===== src/rtl/esave_pkg.sv =====
package esave_pkg;

    typedef enum logic [2:0] {
        ST_IDLE,
        ST_FETCH_OP,
        ST_FETCH_AHI,
        ST_FETCH_ALO,
        ST_WRITE_HDR,
        ST_COPY,
        ST_WRITE_CSUM,
        ST_DONE
    } esave_state_e;

    localparam logic [7:0] OP_APPLY = 8'h80;
    localparam logic [7:0] OP_END   = 8'hFF;

    localparam logic [1:0] PH_ISSUE   = 2'd0;
    localparam logic [1:0] PH_CAPTURE = 2'd1;
    localparam logic [1:0] PH_WRITE   = 2'd2;

    function automatic logic op_is_copy(input logic [7:0] op);
        return !op[7];
    endfunction

endpackage


===== src/rtl/esave_csum.sv =====
module esave_csum #(
    parameter int unsigned W = 8
) (
    input  logic         clk,
    input  logic         rst_n,
    input  logic         clr,
    input  logic         add,
    input  logic [W-1:0] din,
    output logic [W-1:0] csum
);

    logic [W-1:0] sum_q;

    always_ff @(posedge clk or negedge rst_n) begin
        if (!rst_n) begin
            sum_q <= '0;
        end else if (clr) begin
            sum_q <= '0;
        end else if (add) begin
            sum_q <= sum_q + din;
        end
    end

    // two's complement of the running sum
    assign csum = (~sum_q) + W'(1);

endmodule


===== src/rtl/esave_ptr.sv =====
module esave_ptr #(
    parameter int unsigned DEPTH = 128,
    localparam int unsigned PW   = $clog2(DEPTH + 1)
) (
    input  logic          clk,
    input  logic          rst_n,
    input  logic          clr,
    input  logic          inc,
    output logic [PW-1:0] ptr,
    output logic          full
);

    logic [PW-1:0] ptr_q;

    always_ff @(posedge clk or negedge rst_n) begin
        if (!rst_n) begin
            ptr_q <= '0;
        end else if (clr) begin
            ptr_q <= '0;
        end else if (inc) begin
            ptr_q <= ptr_q + PW'(1);
        end
    end

    assign ptr  = ptr_q;
    assign full = (ptr_q >= PW'(DEPTH));

    // an accepted write never happens at or beyond capacity
    a_r9_no_overflow: assert property (@(posedge clk) disable iff (!rst_n)
        inc |-> (ptr_q < PW'(DEPTH)));

endmodule


===== src/rtl/eeprom_save_seq.sv =====
module eeprom_save_seq
    import esave_pkg::*;
#(
    parameter logic [15:0] SCRIPT_BASE = 16'h0E15,
    parameter int unsigned EE_DEPTH    = 128,
    localparam int unsigned EE_AW      = $clog2(EE_DEPTH),
    localparam int unsigned PW         = $clog2(EE_DEPTH + 1)
) (
    input  logic             clk,
    input  logic             rst_n,
    input  logic             start,
    output logic             busy,
    output logic             done,
    output logic             error,
    output logic             rm_rd_en,
    output logic [15:0]      rm_rd_addr,
    input  logic [7:0]       rm_rd_data,
    output logic             ee_wr_valid,
    input  logic             ee_wr_ready,
    output logic [EE_AW-1:0] ee_wr_addr,
    output logic [7:0]       ee_wr_data
);

    esave_state_e state_q, state_d;
    logic [1:0]   ph_q;
    logic [15:0]  sp_q;
    logic [15:0]  src_q;
    logic [6:0]   cnt_q;
    logic [7:0]   op_q;
    logic [7:0]   byte_q;
    logic [1:0]   hdr_idx_q;
    logic [1:0]   hdr_last;
    logic         done_q, err_q;
    logic         set_done, set_err;
    logic         wr_fire;
    logic         accept_start;
    logic [PW-1:0] ptr;
    logic         full;
    logic [7:0]   csum;
    logic         sum_add;

    assign accept_start = (state_q == ST_IDLE) && start;
    assign wr_fire      = ee_wr_valid && ee_wr_ready;
    assign hdr_last     = op_is_copy(op_q) ? 2'd2 : 2'd0;
    assign sum_add      = (state_q == ST_COPY) && (ph_q == PH_CAPTURE);

    esave_ptr #(.DEPTH(EE_DEPTH)) u_ptr (
        .clk   (clk),
        .rst_n (rst_n),
        .clr   (accept_start),
        .inc   (wr_fire),
        .ptr   (ptr),
        .full  (full)
    );

    esave_csum #(.W(8)) u_csum (
        .clk   (clk),
        .rst_n (rst_n),
        .clr   (state_q == ST_FETCH_OP),
        .add   (sum_add),
        .din   (rm_rd_data),
        .csum  (csum)
    );

    // next-state logic
    always_comb begin
        state_d  = state_q;
        set_done = 1'b0;
        set_err  = 1'b0;
        unique case (state_q)
            ST_IDLE: begin
                if (start) state_d = ST_FETCH_OP;
            end
            ST_FETCH_OP: begin
                if (ph_q == PH_CAPTURE) begin
                    if (op_is_copy(rm_rd_data)) begin
                        state_d = ST_FETCH_AHI;
                    end else if (rm_rd_data == OP_APPLY || rm_rd_data == OP_END) begin
                        state_d = ST_WRITE_HDR;
                    end else begin
                        state_d = ST_DONE;
                        set_err = 1'b1;
                    end
                end
            end
            ST_FETCH_AHI: begin
                if (ph_q == PH_CAPTURE) state_d = ST_FETCH_ALO;
            end
            ST_FETCH_ALO: begin
                if (ph_q == PH_CAPTURE) state_d = ST_WRITE_HDR;
            end
            ST_WRITE_HDR: begin
                if (full) begin
                    state_d = ST_DONE;
                    set_err = 1'b1;
                end else if (wr_fire && hdr_idx_q == hdr_last) begin
                    if (op_is_copy(op_q)) begin
                        state_d = ST_COPY;
                    end else if (op_q == OP_END) begin
                        state_d  = ST_DONE;
                        set_done = 1'b1;
                    end else begin
                        state_d = ST_FETCH_OP;
                    end
                end
            end
            ST_COPY: begin
                if (ph_q == PH_WRITE) begin
                    if (full) begin
                        state_d = ST_DONE;
                        set_err = 1'b1;
                    end else if (wr_fire && cnt_q == 7'd0) begin
                        state_d = ST_WRITE_CSUM;
                    end
                end
            end
            ST_WRITE_CSUM: begin
                if (full) begin
                    state_d = ST_DONE;
                    set_err = 1'b1;
                end else if (wr_fire) begin
                    state_d = ST_FETCH_OP;
                end
            end
            ST_DONE: state_d = ST_IDLE;
            default: state_d = ST_IDLE;
        endcase
    end

    // state and datapath registers
    always_ff @(posedge clk or negedge rst_n) begin
        if (!rst_n) begin
            state_q   <= ST_IDLE;
            ph_q      <= PH_ISSUE;
            sp_q      <= '0;
            src_q     <= '0;
            cnt_q     <= '0;
            op_q      <= '0;
            byte_q    <= '0;
            hdr_idx_q <= '0;
            done_q    <= 1'b0;
            err_q     <= 1'b0;
        end else begin
            state_q <= state_d;
            if (accept_start) begin
                done_q <= 1'b0;
                err_q  <= 1'b0;
                sp_q   <= SCRIPT_BASE;
                ph_q   <= PH_ISSUE;
            end
            if (set_done) done_q <= 1'b1;
            if (set_err)  err_q  <= 1'b1;
            unique case (state_q)
                ST_FETCH_OP: begin
                    if (ph_q == PH_ISSUE) begin
                        ph_q <= PH_CAPTURE;
                    end else begin
                        op_q      <= rm_rd_data;
                        cnt_q     <= rm_rd_data[6:0];
                        sp_q      <= sp_q + 16'd1;
                        hdr_idx_q <= 2'd0;
                        ph_q      <= PH_ISSUE;
                    end
                end
                ST_FETCH_AHI: begin
                    if (ph_q == PH_ISSUE) begin
                        ph_q <= PH_CAPTURE;
                    end else begin
                        src_q[15:8] <= rm_rd_data;
                        sp_q        <= sp_q + 16'd1;
                        ph_q        <= PH_ISSUE;
                    end
                end
                ST_FETCH_ALO: begin
                    if (ph_q == PH_ISSUE) begin
                        ph_q <= PH_CAPTURE;
                    end else begin
                        src_q[7:0] <= rm_rd_data;
                        sp_q       <= sp_q + 16'd1;
                        hdr_idx_q  <= 2'd0;
                        ph_q       <= PH_ISSUE;
                    end
                end
                ST_WRITE_HDR: begin
                    if (wr_fire) hdr_idx_q <= hdr_idx_q + 2'd1;
                end
                ST_COPY: begin
                    if (ph_q == PH_ISSUE) begin
                        ph_q <= PH_CAPTURE;
                    end else if (ph_q == PH_CAPTURE) begin
                        byte_q <= rm_rd_data;
                        src_q  <= src_q + 16'd1;
                        ph_q   <= PH_WRITE;
                    end else if (wr_fire) begin
                        ph_q <= PH_ISSUE;
                        if (cnt_q != 7'd0) cnt_q <= cnt_q - 7'd1;
                    end
                end
                default: ;
            endcase
        end
    end

    // outputs
    always_comb begin
        rm_rd_en    = 1'b0;
        rm_rd_addr  = sp_q;
        ee_wr_valid = 1'b0;
        ee_wr_data  = 8'h00;
        unique case (state_q)
            ST_FETCH_OP, ST_FETCH_AHI, ST_FETCH_ALO: begin
                rm_rd_en = (ph_q == PH_ISSUE);
            end
            ST_WRITE_HDR: begin
                ee_wr_valid = !full;
                unique case (hdr_idx_q)
                    2'd0:    ee_wr_data = op_q;
                    2'd1:    ee_wr_data = src_q[15:8];
                    default: ee_wr_data = src_q[7:0];
                endcase
            end
            ST_COPY: begin
                rm_rd_en    = (ph_q == PH_ISSUE);
                rm_rd_addr  = src_q;
                ee_wr_valid = (ph_q == PH_WRITE) && !full;
                ee_wr_data  = byte_q;
            end
            ST_WRITE_CSUM: begin
                ee_wr_valid = !full;
                ee_wr_data  = csum;
            end
            default: ;
        endcase
    end

    assign busy       = (state_q != ST_IDLE);
    assign done       = done_q;
    assign error      = err_q;
    assign ee_wr_addr = ptr[EE_AW-1:0];

    // each save starts writing at EEPROM address zero
    a_r1_ptr_zero: assert property (@(posedge clk) disable iff (!rst_n)
        $rose(busy) |-> (ptr == '0));

    // a pending write holds steady until accepted
    a_r8_hold: assert property (@(posedge clk) disable iff (!rst_n)
        (ee_wr_valid && !ee_wr_ready) |=>
            (ee_wr_valid && $stable(ee_wr_data) && $stable(ee_wr_addr)));

    // reads are single-cycle strobes, never back to back
    a_r11_read_single: assert property (@(posedge clk) disable iff (!rst_n)
        rm_rd_en |=> !rm_rd_en);

    // outcome flags exclusive
    a_r12_flags_exclusive: assert property (@(posedge clk) disable iff (!rst_n)
        !(done && error));

endmodule


===== config.mk =====
export PLATFORM = sky130hd
export DESIGN_NAME = eeprom_save_seq
export DESIGN_NICKNAME = d
export VERILOG_FILES = /design/src/rtl/esave_pkg.sv /design/src/rtl/esave_csum.sv /design/src/rtl/esave_ptr.sv /design/src/rtl/eeprom_save_seq.sv
export SDC_FILE = /design/constraint.sdc
export NUM_CORES = 1
export LEC_CHECK = 0
export ABC_AREA = 1
export BUFFER_PORTS_ARGS = -buffer_cell sky130_fd_sc_hd__buf_2
export CORE_ASPECT_RATIO = 1.75
export CORE_MARGIN = 2
export CORE_UTILIZATION = 65
export DETAILED_ROUTE_END_ITERATION = 6
export HOLD_SLACK_MARGIN = 0.12
export PLACE_DENSITY = 0.86
export SYNTH_ARGS = -nofsm -noshare
export SYNTH_HDL_FRONTEND = slang
export SYNTH_SLANG_ARGS = --single-unit

===== constraint.sdc =====
create_clock -name clk -period 3.95 [get_ports clk]
set_clock_uncertainty 0.05 [all_clocks]
set_input_delay 0 -clock clk [delete_from_list [all_inputs] [get_ports clk]]
set_output_delay 0 -clock clk [all_outputs]
set_load 0.005 [all_outputs]

Yosys cells after proc, flatten, opt, wreduce, memory -nomap -nowiden
Index checks and enable logic that the tools add are counted.
{"block": "totals", "reg_bits": 80, "inputBits": 12, "output_inout_bits": 36, "elab_cells": 151}
{"block": "classes", "addsub": 7, "n_lt_le_gt_ge": 1, "eq_ne": 32, "n_mux": 63, "bitwise": 2, "reduce_logical": 33}
{"operator": "16-bit 2-to-1 mux", "count": 6}
{"operator": "8-bit one-hot mux with 2 select lines", "count": 3}
{"operator": "3-bit 2-to-1 mux", "count": 14}
{"operator": "8-bit 2-to-1 mux", "count": 5}
{"operator": "7-bit 2-to-1 mux", "count": 5}
{"operator": "16-bit by 1-bit adder with 16-bit output (second input constant)", "count": 2}
{"operator": "8-bit == test (second input constant)", "count": 3}
{"operator": "2-bit != test (second input constant)", "count": 12}
{"operator": "3-bit one-hot mux with 8 select lines", "count": 1}
{"operator": "8-bit one-hot mux with 3 select lines", "count": 1}
{"operator": "8-bit by 1-bit adder with 8-bit output (second input constant)", "count": 2}
{"operator": "2-bit 2-to-1 mux", "count": 8}
{"operator": "2-bit nonzero test", "count": 8}
{"operator": "1-bit 2-to-1 mux", "count": 15}
{"operator": "7-bit one-hot mux with 2 select lines", "count": 1}
{"operator": "3-bit == test (second input constant)", "count": 4}
{"operator": "8-bit adder", "count": 1}
{"operator": "8-bit >= comparator (second input constant)", "count": 1}
{"operator": "8-bit NOT", "count": 1}
{"operator": "2-bit one-hot mux with 2 select lines", "count": 2}
{"operator": "4-bit AND reduction", "count": 2}
{"operator": "8-bit AND reduction", "count": 1}
{"operator": "7-bit zero test", "count": 1}
{"operator": "7-bit nonzero test", "count": 1}
{"operator": "other kinds (25)", "count": 38}

Depth between registers and ports, before layout
Gate-level depths: netlist (run 1).
{"block": "depth", "ltp_word": 10, "mapped_depth": 11, "ltp_nobuf": 11}

Hierarchy
Synthesis (run 1) repeated with hierarchy kept, for this count alone.
{"block": "unflattened", "cells_unflattened": 790, "hier_area_um2": 5520.3}
{"mod": "eeprom_save_seq", "instances": 1, "cells_each": 635, "area_per_inst_um2": 4344.2, "seq_area_each_um2": 1601.5}
{"mod": "esave_csum", "instances": 1, "cells_each": 102, "area_per_inst_um2": 730.7, "seq_area_each_um2": 200.2}
{"mod": "esave_ptr", "instances": 1, "cells_each": 53, "area_per_inst_um2": 445.4, "seq_area_each_um2": 200.2}

Worst setup path before layout (run 1)
OpenSTA, ideal clock, no wires.
{"block": "synth_timing", "path_kind": "register to register", "from": "register u_csum.sum_q[4]", "to": "register u_csum.sum_q[5]", "setup_ps": 127, "arrival_time_ps": 1395, "t_required_ps": 3773, "slack_ps": 2378, "stages_incl_launch_ff": 7, "path_buffers": 0, "synth_period_minus_slack_ps": 1572, "path_cell_list": "dfrtp_1 ha_1 a21oi_1 nand3_1 or2_2 nand3_1 o21ai_0"}
{"block": "synth_between", "elab_chain_len": 3}
{"element": "from (decl)", "line": "esave_csum.sv:12", "rtl": "logic [W-1:0] sum_q;"}
{"element": "from (signal assigned)", "line": "esave_csum.sv:20", "rtl": "sum_q <= sum_q + din;"}
{"element": "8-bit adder", "line": "esave_csum.sv:20"}
{"element": "8-bit 2-to-1 mux", "line": "esave_csum.sv:19", "rtl": "end else if (add) begin"}
{"element": "8-bit 2-to-1 mux", "line": "esave_csum.sv:17", "rtl": "end else if (clr) begin"}
Every way passes these cells. The select of a mux whose other input is x is not followed.
A chain may end at the register's enable or synchronous reset.

Worst setup path after layout (run 1)
{"block": "layout_timing", "from": "register hdr_idx_q[1]", "to": "output ee_wr_data[7]"}
{"block": "layout_between", "elab_chain_len": 3, "word_cells_on_any_way": 4, "cone_classes": "eq/ne (1); mux (2); reduce/logical (1)"}
{"element": "from (decl)", "line": "eeprom_save_seq.sv:31", "rtl": "logic [1:0] hdr_idx_q;"}
{"element": "from (signal assigned)", "line": "eeprom_save_seq.sv:185", "rtl": "if (wr_fire) hdr_idx_q <= hdr_idx_q + 2'd1;"}
{"element": "2-bit by 1-bit == test with 1-bit output or 2-bit zero test (tied branches)", "line": "eeprom_save_seq.sv:216", "rtl": "unique case (hdr_idx_q)"}
{"element": "8-bit one-hot mux with 2 select lines *", "line": "eeprom_save_seq.sv:216"}
{"element": "8-bit one-hot mux with 3 select lines *", "line": "eeprom_save_seq.sv:210", "rtl": "unique case (state_q)"}
{"element": "to (decl)", "line": "eeprom_save_seq.sv:21", "rtl": "output logic [7:0] ee_wr_data"}
Mark *: on every way between the ends. The rest lies on a longest branch, timed or not.

==> results of run 1 <==
## power by group
part           internal [mW]  switching, mW  total, mW  leakage, nW
sequential              1.11          0.355       1.46         1.00
clock                  0.567          0.339      0.906        0.155
combinational          0.724           1.41       2.13         1.90
total                   2.40           2.10       4.50         3.06
## Yosys cell counts (8+ instances only)
library cell | instances | share of area, %
nand4_1 | 19 | 2.2
a21oi_1 | 27 | 2.5
buf_4 | 9 | 1.2
nor3_1 | 12 | 1.1
dfrtp_1 | 80 | 37
nand2_1 | 204 | 14
inv_1 | 95 | 6.5
o22ai_1 | 9 | 1.0
buf_2 | 14 | 1.3
nor2_1 | 59 | 4.1
ha_1 | 15 | 3.4
o21ai_0 | 86 | 7.9
nand3_1 | 56 | 5.1
nand2_2 | 8 | 0.92
## layout make-up
type	instances	area, µm²	share of cell area (%)
Inverter	102	390	6.44
Clock buffer	10	239	3.94
Tap cell	92	115	1.90
Timing Repair Buffer	60	360	5.94
Clock inverter	5	81.3	1.34
Multi-Input combinational cell	562	2880	47.4
Sequential cell	80	2000	33.0
## cells by family after synthesis
logic type,count (synthesis)
buffers and inverters,132
flip-flops,80
AND/OR/NAND/NOR,379
XOR/XNOR,8
adder cells (fa/ha/maj),16
AO/OA/AOI/OAI,159
## registers in the layout, summed over array words and instances, names as in the netlist
name and count:
op_q 8, state_q 3, hdr_idx_q 2, done 1
src_q 16, error 1, u_csum.sum_q 8, ph_q 2
byte_q 8, u_ptr.ptr 8, cnt_q 7, sp_q 16
## per-layer routing
metal  vias up  global-route usage, %
met5         -                      0
met4         0                   22.7
met3        63                   5.24
met2       204                   62.3
met1      2585                   39.7
li1       2628                      -
## worst max-delay path by stage
stage                     slack (ps)                           to                        start  depth (start not counted)
final                           1730                ee_wr_data[7]     hdr_idx_q[1]$_DFFE_PN0P_                          8
after global routing            1600            sp_q[5]$_DFF_PN0_       state_q[0]$_DFFE_PN0P_                          8
after CTS                       1790                ee_wr_data[7]     hdr_idx_q[1]$_DFFE_PN0P_                          8
after detailed placement        1840            sp_q[5]$_DFF_PN0_       state_q[0]$_DFFE_PN0P_                          8
after global placement          1870            sp_q[5]$_DFF_PN0_       state_q[0]$_DFFE_PN0P_                          8
after floorplan                 2380  u_csum.sum_q[5]$_DFFE_PN0P_  u_csum.sum_q[4]$_DFFE_PN0P_                          6
## critical path, stage by stage (launching register included)
cell	delay [ps]
dfrtp_1	390
inv_1	100
ha_1	370
nor2_1	180
inv_1	140
nor2_1	60
o21ai_0	320
nand3_1	140
buf_2	150
==> metrics.csv, run 1 <==
metric,value,unit
status,completed,
Hold Buf Count CTS,10,
Arrival @ worst endpoint,2170,ps
Root Driver,clkbuf_16,
Crit Path Max Fanout,8,
DR pass1 iterations,5,
WP data required,3900,ps
Pwr Density,742,nW/µm²
Worst Min Path Start,start,
Fmax,0.450,GHz
drt wl/cell,17.3,µm
reg2reg path depth,8,
num rows,44,
IO buf count,47,
setup TNS,0,ps
CTS H-Tree Depth,3,
Mapped Avg Cell Area,7.05,µm²
max-cap viol count,0,
Post-Syn Instances,774,
Hold Fails Final Rpt,0,
initial antenna violation count,0,
RSZ-0062 raised after global routing,false,
hold_ws,153,ps
most frequent cells in the layout,"204 x nand2_1, 95 x inv_1, 86 x o21ai_0",
vias in the first global route,5487,
Post-synth EDFFs,0,
CP Class,reg -> out,
"most common cell after layout, fill and taps aside",nand2_1,
sequential share of the synthesized area,36.7,%
CTS Buf Count,9,
fillers,675,
number of gates resized after CTS,0,
post-CTS setup buffers,0,
Post-route DRC,0,
Final setup violation count,0,
Synth Cell Area,5450,µm²
share of cells above drive strength 1,12.1,%
pre-CTS setup slack,1840,ps
DRT Wirelength,15.8,mm
Slew @ Worst Pin,1050,ps
Setup crit end kind,output pin,
Die W,73.2,µm
Final #Nets,843,
hold endpoint,state_q[1]$_DFFE_PN0P_,
Placed Cells,886,
initial DRC count,484,
die area,9170,µm²
Hold/Removal Path Class,in -> reg,
number of synthesized register bits,80,
All-Layer GR Usage,36.0,%
met3 wire length,717,µm
clock buffer depth,2,
Synth Flop Type,dfrtp_1,
"Area growth, synth to finish",11.2,%
leak pwr,3.06,nW
Yosys cell types,46,
dpl cell area,5640,µm²
synth warn,0,
grt total ovfl,0,
R2R Setup Slk,1770,ps
Final Wtd Congestion,0.966,
die height,125,µm
initial core utilization,66.5,%
# clock sinks,80,
diode count,0,
Post-Synth Simple-Gate Area,31.0,%
Power Total,4.50,mW
share of the cycle needed by the critical path after routing,56.3,%
final cell count without fillers,911,
Final ANT Viol Nets,0,
vias,5480,
Post-Synth XOR/XNOR Area,1.28,%
Final Util,73.9,%
fin worst setup slack,1730,ps
Max VDD drop,0.455,mV
Adder-Cell Fraction of Synth Area,3.81,%
I/O pin total,48,
clock-pin transition on the worst setup and hold timing paths,60,ps
Worst Hold Depth,4,
post-detailed-placement half-perimeter wirelength,11.7,mm
Synth Net Count,802,
M1 WL,5.91,mm
Max-slew headroom,30.3,%
Synth Area in Compound Gates,16.6,%
core area,8200,µm²
largest net degree at the start of global routing,81,
WL met2,8.14,mm
Highest Signal Layer,met4,
largest family of logic cells by synthesized area,simple AND/OR/NAND/NOR gates,
CTS tree,built,
latest clock arrival within the worst-skew pair,340,ps
"Async S/R FF share, synth",100,%
post-route cell area,6060,µm²
RR Startpoint,state_q[0]$_DFFE_PN0P_,
vias per cell,6.02,
first-pass GRT wire length,25.5,mm
post-synthesis mux area share,0,%
Slew Limit Fails,0,
type of origin of the critical path,flop,
fin crit period,2220,ps
reg-to-reg endpoint,sp_q[5]$_DFF_PN0_,
Power figures use the tool's default switching activity.
==> run 2: changes to the inputs <==
--- a/config.mk
+++ b/config.mk
@@ -9,10 +9,10 @@
 export BUFFER_PORTS_ARGS = -buffer_cell sky130_fd_sc_hd__buf_2
 export CORE_ASPECT_RATIO = 1.75
 export CORE_MARGIN = 2
-export CORE_UTILIZATION = 65
+export CORE_UTILIZATION = 61
 export DETAILED_ROUTE_END_ITERATION = 6
 export HOLD_SLACK_MARGIN = 0.12
-export PLACE_DENSITY = 0.86
+export PLACE_DENSITY = 0.81
 export SYNTH_ARGS = -nofsm -noshare
 export SYNTH_HDL_FRONTEND = slang
 export SYNTH_SLANG_ARGS = --single-unit
==> constraint.sdc (replaced) <==
create_clock -name clk -period 2.2 [get_ports clk]
set_clock_uncertainty 0.05 [all_clocks]
set_input_delay 0 -clock clk [delete_from_list [all_inputs] [get_ports clk]]
set_output_delay 0 -clock clk [all_outputs]
set_load 0.005 [all_outputs]
==> run 2 against run 1 <==
Against the previous run: non-clock buffer count up 8; clock-buffer cell count increased by 1; power increased by 84%; worst hold slack worse by 32 ps; largest power group unchanged.
==> metrics.csv, run 2 (same netlist as run 1, synthesis figures left out) <==
metric,value,unit
status,completed,
most frequent cells in the layout,"204 x nand2_1, 95 x inv_1, 86 x o21ai_0",
Arrival @ worst endpoint,2020,ps
Slew Limit Fails,0,
Fmax,0.483,GHz
leak pwr,3.12,nW
Net Switching,3.77,mW
slowest cell delay on critical path,530,ps
DRT Wirelength,15.8,mm
Placed Cells,919,
share of the cycle needed by the critical path after routing,94.2,%
Hold/Removal Path Class,in -> async,
Post-route DRC,0,
Die W,75.5,µm
first-pass GRT wire length,25.5,mm
die height,129,µm
Max-slew headroom,65.5,%
RSZ-0062 raised after global routing,false,
Setup crit end kind,output pin,
Sw Ratio,45.4,%
Slew @ Worst Pin,517,ps
WP data required,2150,ps
clock-pin transition on the worst setup and hold timing paths,60,ps
vias in the first global route,5365,
CTS Buf Count,9,
Crit Path Max Fanout,31,
R2R Setup Slk,280,ps
IO buf count,47,
Final ANT Viol Nets,0,
CTS tree,built,
Final setup violation count,0,
clock buffer depth,2,
"most common cell after layout, fill and taps aside",nand2_1,
vias per cell,5.81,
core area,8670,µm²
Root Driver,clkbuf_16,
Int Power,4.53,mW
setup TNS,0,ps
die area,9740,µm²
"Cell Chain, Critical Path","inv_4, nand2_4, nor2_4, buf_6, buf_4, a22oi_1, o21ai_0, buf_2",
num rows,45,
All-Layer GR Usage,34.8,%
Final Wtd Congestion,0.991,
drt wl/cell,16.8,µm
CTS H-Tree Depth,3,
final cell count without fillers,943,
clock power share,20.9,%
post-detailed-placement half-perimeter wirelength,11.9,mm
Worst Path Buf+Inv,4,
Hold Fails Final Rpt,0,
DR pass1 iterations,6,
latest clock arrival within the worst-skew pair,340,ps
initial core utilization,62.9,%
type of origin of the critical path,flop,
I/O pin total,48,
initial antenna violation count,0,
largest net degree at the start of global routing,48,
max-cap viol count,0,
fin crit period,2070,ps
"Area growth, synth to finish",14.0,%
share of cells above drive strength 1,13.3,%
Max VDD drop,0.798,mV
slowest cell on the critical path,dfrtp_1,
CP Class,reg -> out,
fillers,758,
Largest regs,"sp_q x16, src_q x16",
Seq pwr share,31.6,%
diode count,0,
cell family with most CP delay,buffers and inverters,
grt total ovfl,0,
# clock sinks,80,
Pwr Density,1340,nW/µm²
Logic pwr share,47.6,%
initial DRC count,470,
vias,5482,
Final #Nets,851,
## run 2: cell count changes in the layout (fill, tap and decap cells not counted), moves of 2 or more
cell | before | now
buf_4 | 4 | 9
dfrtp_2 | 0 | 2
buf_12 | 0 | 2
dfrtp_1 | 80 | 78
## run 2: through the flow
stage | instance area [µm²] | utilization [%] | hold slack [ps] | power (mW) | worst slack (ps)
5_1_grt | 6220 | 71.7 | 166 | 8.96 | 52.9
4_1_cts | 6200 | 71.5 | 134 | 8.24 | 54.0
3_3_place_gp | 5760 | 66.4 | -52.9 | 6.34 | 329
3_5_place_dp | 5760 | 66.4 | -52.4 | 6.45 | 274
6_report | 6220 | 71.7 | 120 | 8.30 | 128
2_1_floorplan | 5450 | - | -346 | 5.25 | 628
## run 2: worst paths after layout
path                                        startpoint                           to  cells past startpoint
max                             state_q[1]$_DFFE_PN0P_                ee_wr_data[0]                      8
min                                              rst_n           sp_q[11]$_DFF_PN0_                      2
max reg2reg                u_csum.sum_q[4]$_DFFE_PN0P_  u_csum.sum_q[5]$_DFFE_PN0P_                      6
min reg2reg                           done$_DFFE_PN0P_             done$_DFFE_PN0P_                      2
max in group asynchronous                        rst_n       state_q[2]$_DFFE_PN0P_                      3
min in group clk                                 start             done$_DFFE_PN0P_                      4
## run 2: final cells by class
cell class / instances / area (µm²) / area share, %
Clock buffer: 11 / 253 / 4.07
Sequential cell: 80 / 2000 / 32.2
Inverter: 102 / 390 / 6.28
Tap cell: 117 / 146 / 2.36
Multi-Input combinational cell: 562 / 2880 / 46.4
Timing Repair Buffer: 68 / 449 / 7.23
Clock inverter: 3 / 90.1 / 1.45
## run 2: worst register-to-register path, delay by kind of cell (launching register included)
| kind | cells | cell delay [ps] |
|---|---|---|
| AO/OA/AOI/OAI | 2 | 390 |
| adder cells (fa/ha/maj) | 1 | 370 |
| flip-flops | 1 | 420 |
| AND/OR/NAND/NOR | 3 | 550 |
## run 2: power groups by stage
stage | clock network, mW | logic, mW | registers (mW)
6_report | 1.73 | 3.95 | 2.62
5_1_grt | 1.82 | 4.46 | 2.68
4_1_cts | 1.75 | 3.89 | 2.60
3_5_place_dp | 0 | 3.84 | 2.62
3_3_place_gp | 0 | 3.75 | 2.59
2_1_floorplan | 0 | 2.91 | 2.35
## run 2: layer usage
| layer | vias to the layer above | GRT usage, % | wire length (µm) | part of all wire (%) |
|---|---|---|---|---|
| met3 | 56 | 5.13 | 783 | 5.0 |
| met4 | 0 | 18.5 | 759 | 4.8 |
| li1 | 2640 | - | - | - |
| met1 | 2571 | 37.9 | 5830 | 37 |
| met2 | 215 | 62.4 | 8450 | 53 |
| met5 | - | 0 | 0 | 0 |
## run 2: timing repair
action | in CTS | in global routing
hold buffers | 10 | 0
endpoints found under the hold margin | 118 | 0
gates resized for setup | 0 | 5
setup buffers | 0 | 0
endpoints found under the setup margin | 0 | 7
==> run 3: changes to the inputs <==
--- a/config.mk
+++ b/config.mk
@@ -5,14 +5,14 @@
 export SDC_FILE = /design/constraint.sdc
 export NUM_CORES = 1
 export LEC_CHECK = 0
-export ABC_AREA = 1
 export BUFFER_PORTS_ARGS = -buffer_cell sky130_fd_sc_hd__buf_2
 export CORE_ASPECT_RATIO = 1.75
 export CORE_MARGIN = 2
-export CORE_UTILIZATION = 61
+export CORE_UTILIZATION = 62
+export CTS_BUF_LIST = sky130_fd_sc_hd__clkbuf_8
 export DETAILED_ROUTE_END_ITERATION = 6
 export HOLD_SLACK_MARGIN = 0.12
-export PLACE_DENSITY = 0.81
+export PLACE_DENSITY = 0.83
 export SYNTH_ARGS = -nofsm -noshare
 export SYNTH_HDL_FRONTEND = slang
 export SYNTH_SLANG_ARGS = --single-unit
==> run 3 against run 2 <==
Against the previous run: the run now ends with setup timing left; global-route usage rose by 1.2 points; die area fell by 8.2%; first-iteration DRC count rose by 4.7%; largest power group unchanged.
==> metrics.csv, run 3 <==
metric,value,unit
pre-CTS setup slack,110,ps
share of cells above drive strength 1,19.9,%
Hold Fails Final Rpt,0,
Yosys cell types,61,
clock buffer depth,2,
Mapped Avg Cell Area,8.44,µm²
Final setup violation count,2,
Top Usage Layer GRT,met2,
Synth area leaders,"dfrtp_1 39%, nand2_1 6.7%, nor2_1 4.3%, a21oi_1 3.8%, ha_1 3.7%",
post-detailed-placement half-perimeter wirelength,11.0,mm
DR pass1 iterations,5,
worst setup path startpoint,cnt_q[0]$_DFFE_PN0P_,
Final #Nets,693,
leak pwr,2.69,nW
share of the cycle needed by the critical path after routing,101,%
fillers,591,
initial core utilization,64.1,%
met1 Usage GRT,40.0,%
hold endpoint,sp_q[15]$_DFF_PN0_,
Max-slew headroom,63.8,%
synth warn,0,
Max VDD drop,0.891,mV
die area,8950,µm²
Post-synth EDFFs,0,
Root Driver,clkbuf_8,
number of synthesized register bits,80,
R2R Setup Slk,-20,ps
"Async S/R FF share, synth",100,%
Arrival @ worst endpoint,2380,ps
top cell type's share of synthesized area,39.5,%
CTS H-Tree Depth,3,
first-pass GRT wire length,24.6,mm
sequential share of the synthesized area,39.5,%
RSZ-0062 raised after global routing,true,
WP data required,2370,ps
I/O pin total,48,
"most common cell after layout, fill and taps aside",nand2_1,
clock-pin transition on the worst setup and hold timing paths,90,ps
Largest regs,"sp_q x16, src_q x16",
"Area growth, synth to finish",17.3,%
Power Total,9.09,mW
"area leader, netlist",dfrtp_1,
vias per cell,6.56,
drt wl/cell,20.0,µm
most frequent cells in the layout,"90 x nand2_1, 77 x dfrtp_1, 56 x nor2_1",
latest clock arrival within the worst-skew pair,380,ps
Worst Min Path Start,sp_q[15]$_DFF_PN0_,
num rows,43,
Die W,72.4,µm
reg2reg path depth,9,
failing checks,setup timing,
reg-to-reg endpoint,state_q[2]$_DFFE_PN0P_,
grt total ovfl,0,
Crit Path Max Fanout,5,
Post-route DRC,0,
vias in the first global route,5074,
Synth Cell Area,5070,µm²
CTS tree,built,
Post-Syn Instances,601,
Hold/Removal Path Class,reg -> reg,
Fmax,0.451,GHz
M3 GR Usage,6.07,%
fin crit period,2220,ps
diode count,0,
All-Layer GR Usage,36.0,%
fin worst setup slack,-16.5,ps
# clock sinks,80,
Worst Hold Depth,1,
IO buf count,47,
Synth top cells by count,"90 x nand2_1, 80 x dfrtp_1, 58 x nor2_1",
Synth Flop Type,dfrtp_1,
status,"complete, but fails checks",
largest net degree at the start of global routing,48,
met2 Use GR,62.5,%
DRT Wirelength,15.2,mm
initial antenna violation count,0,
core area,7910,µm²
Final Wtd Congestion,0.993,
top-count cell post-synth,nand2_1,
Pwr Density,1530,nW/µm²
RR Startpoint,cnt_q[0]$_DFFE_PN0P_,
CP Class,reg -> reg,
initial DRC count,492,
Synth Net Count,629,
Slew @ Worst Pin,541,ps
vias,4987,
Final ANT Viol Nets,0,
max-cap viol count,0,
die height,124,µm
CTS Buf Count,9,
Slew Limit Fails,0,
type of origin of the critical path,flop,
Setup crit end kind,flop,
==> run 3: cell types whose count changed in the layout (fill, tap and decap cells not counted), sizes merged, moves of 7 or more <==
| cell | delta |
|---|---|
| o21ai | -61 |
| nand3 | -34 |
| mux2i | +9 |
| nand2 | -124 |
| xnor2 | +7 |
| a22o | +7 |
| buf | +21 |
| a21oi | +11 |
| inv | -79 |
| a31oi | +8 |
| a211oi | +18 |
| mux2 | +13 |
==> run 3: worst max-delay path by stage <==
stage	slack (ps)	endpoint
after global placement	170	u_csum.sum_q[6]$_DFFE_PN0P_
after global routing	-110	ee_wr_data[7]
after detailed placement	110	u_csum.sum_q[6]$_DFFE_PN0P_
after floorplan	270	state_q[1]$_DFFE_PN0P_
final	-20	state_q[2]$_DFFE_PN0P_
after CTS	-0.2	ee_wr_data[7]
==> run 3: area by class of cell <==
| class | instances | area [µm²] | area share [%] |
|---|---|---|---|
| Multi-Input combinational cell | 462 | 2900 | 48.8 |
| Sequential cell | 80 | 2010 | 33.7 |
| Timing Repair Buffer | 92 | 633 | 10.6 |
| Clock buffer | 9 | 124 | 2.08 |
| Tap cell | 90 | 113 | 1.89 |
| Clock inverter | 7 | 96.3 | 1.62 |
| Inverter | 20 | 75.1 | 1.26 |
==> run 3: per-stage QoR <==
stage	utilization [%]	cell area (µm²)	hold slack (ps)	std cells	TNS, ps
floorplan	-	5070	-346	601	0
global placement	69.3	5480	-39.9	729	0
detailed placement	69.3	5480	-24.8	729	0
CTS	74.2	5870	441	758	-0.246
global route	75.2	5950	473	760	-334
finish	75.2	5950	439	760	-22.2
==> run 3: what timing repair did <==
action,in CTS,in global routing
endpoints found under the hold margin,119,0
hold buffers,13,0
pin swaps,0,3
setup endpoints to repair,8,14
gates resized for setup,9,17
buffers inserted,0,2
==> run 3: layer usage <==
layer | vias to the layer above | wire length, µm
met2 | 252 | 7950
met3 | 69 | 921
met4 | 0 | 901
met1 | 2365 | 5440
met5 | - | 0
li1 | 2301 | -
==> run 3: power by group <==
group	internal, mW	switching, mW
clock network	0.640	0.582
registers	2.08	0.844
logic	2.17	2.77
==> run 3: cell families (layout without fill, tap and decap cells) <==
family	count (synthesis)	in the layout	synth area share, %
compound gates	160	160	20.6
simple gates	247	247	22.9
mux	22	22	4.66
fa+ha+maj	16	16	4.10
buf+inv	59	128	5.33
xor+xnor	17	17	2.94
flops	80	80	39.5
==> run 3: critical path, cell delays in order, from the launching register on <==
cell and delay (ps):
dfrtp_1 410, inv_1 70, ha_1 200, nor3b_4 200, buf_4 170, a21oi_1 80
o221ai_1 220, o211ai_1 270, o21ai_1 220, o21ai_0 150
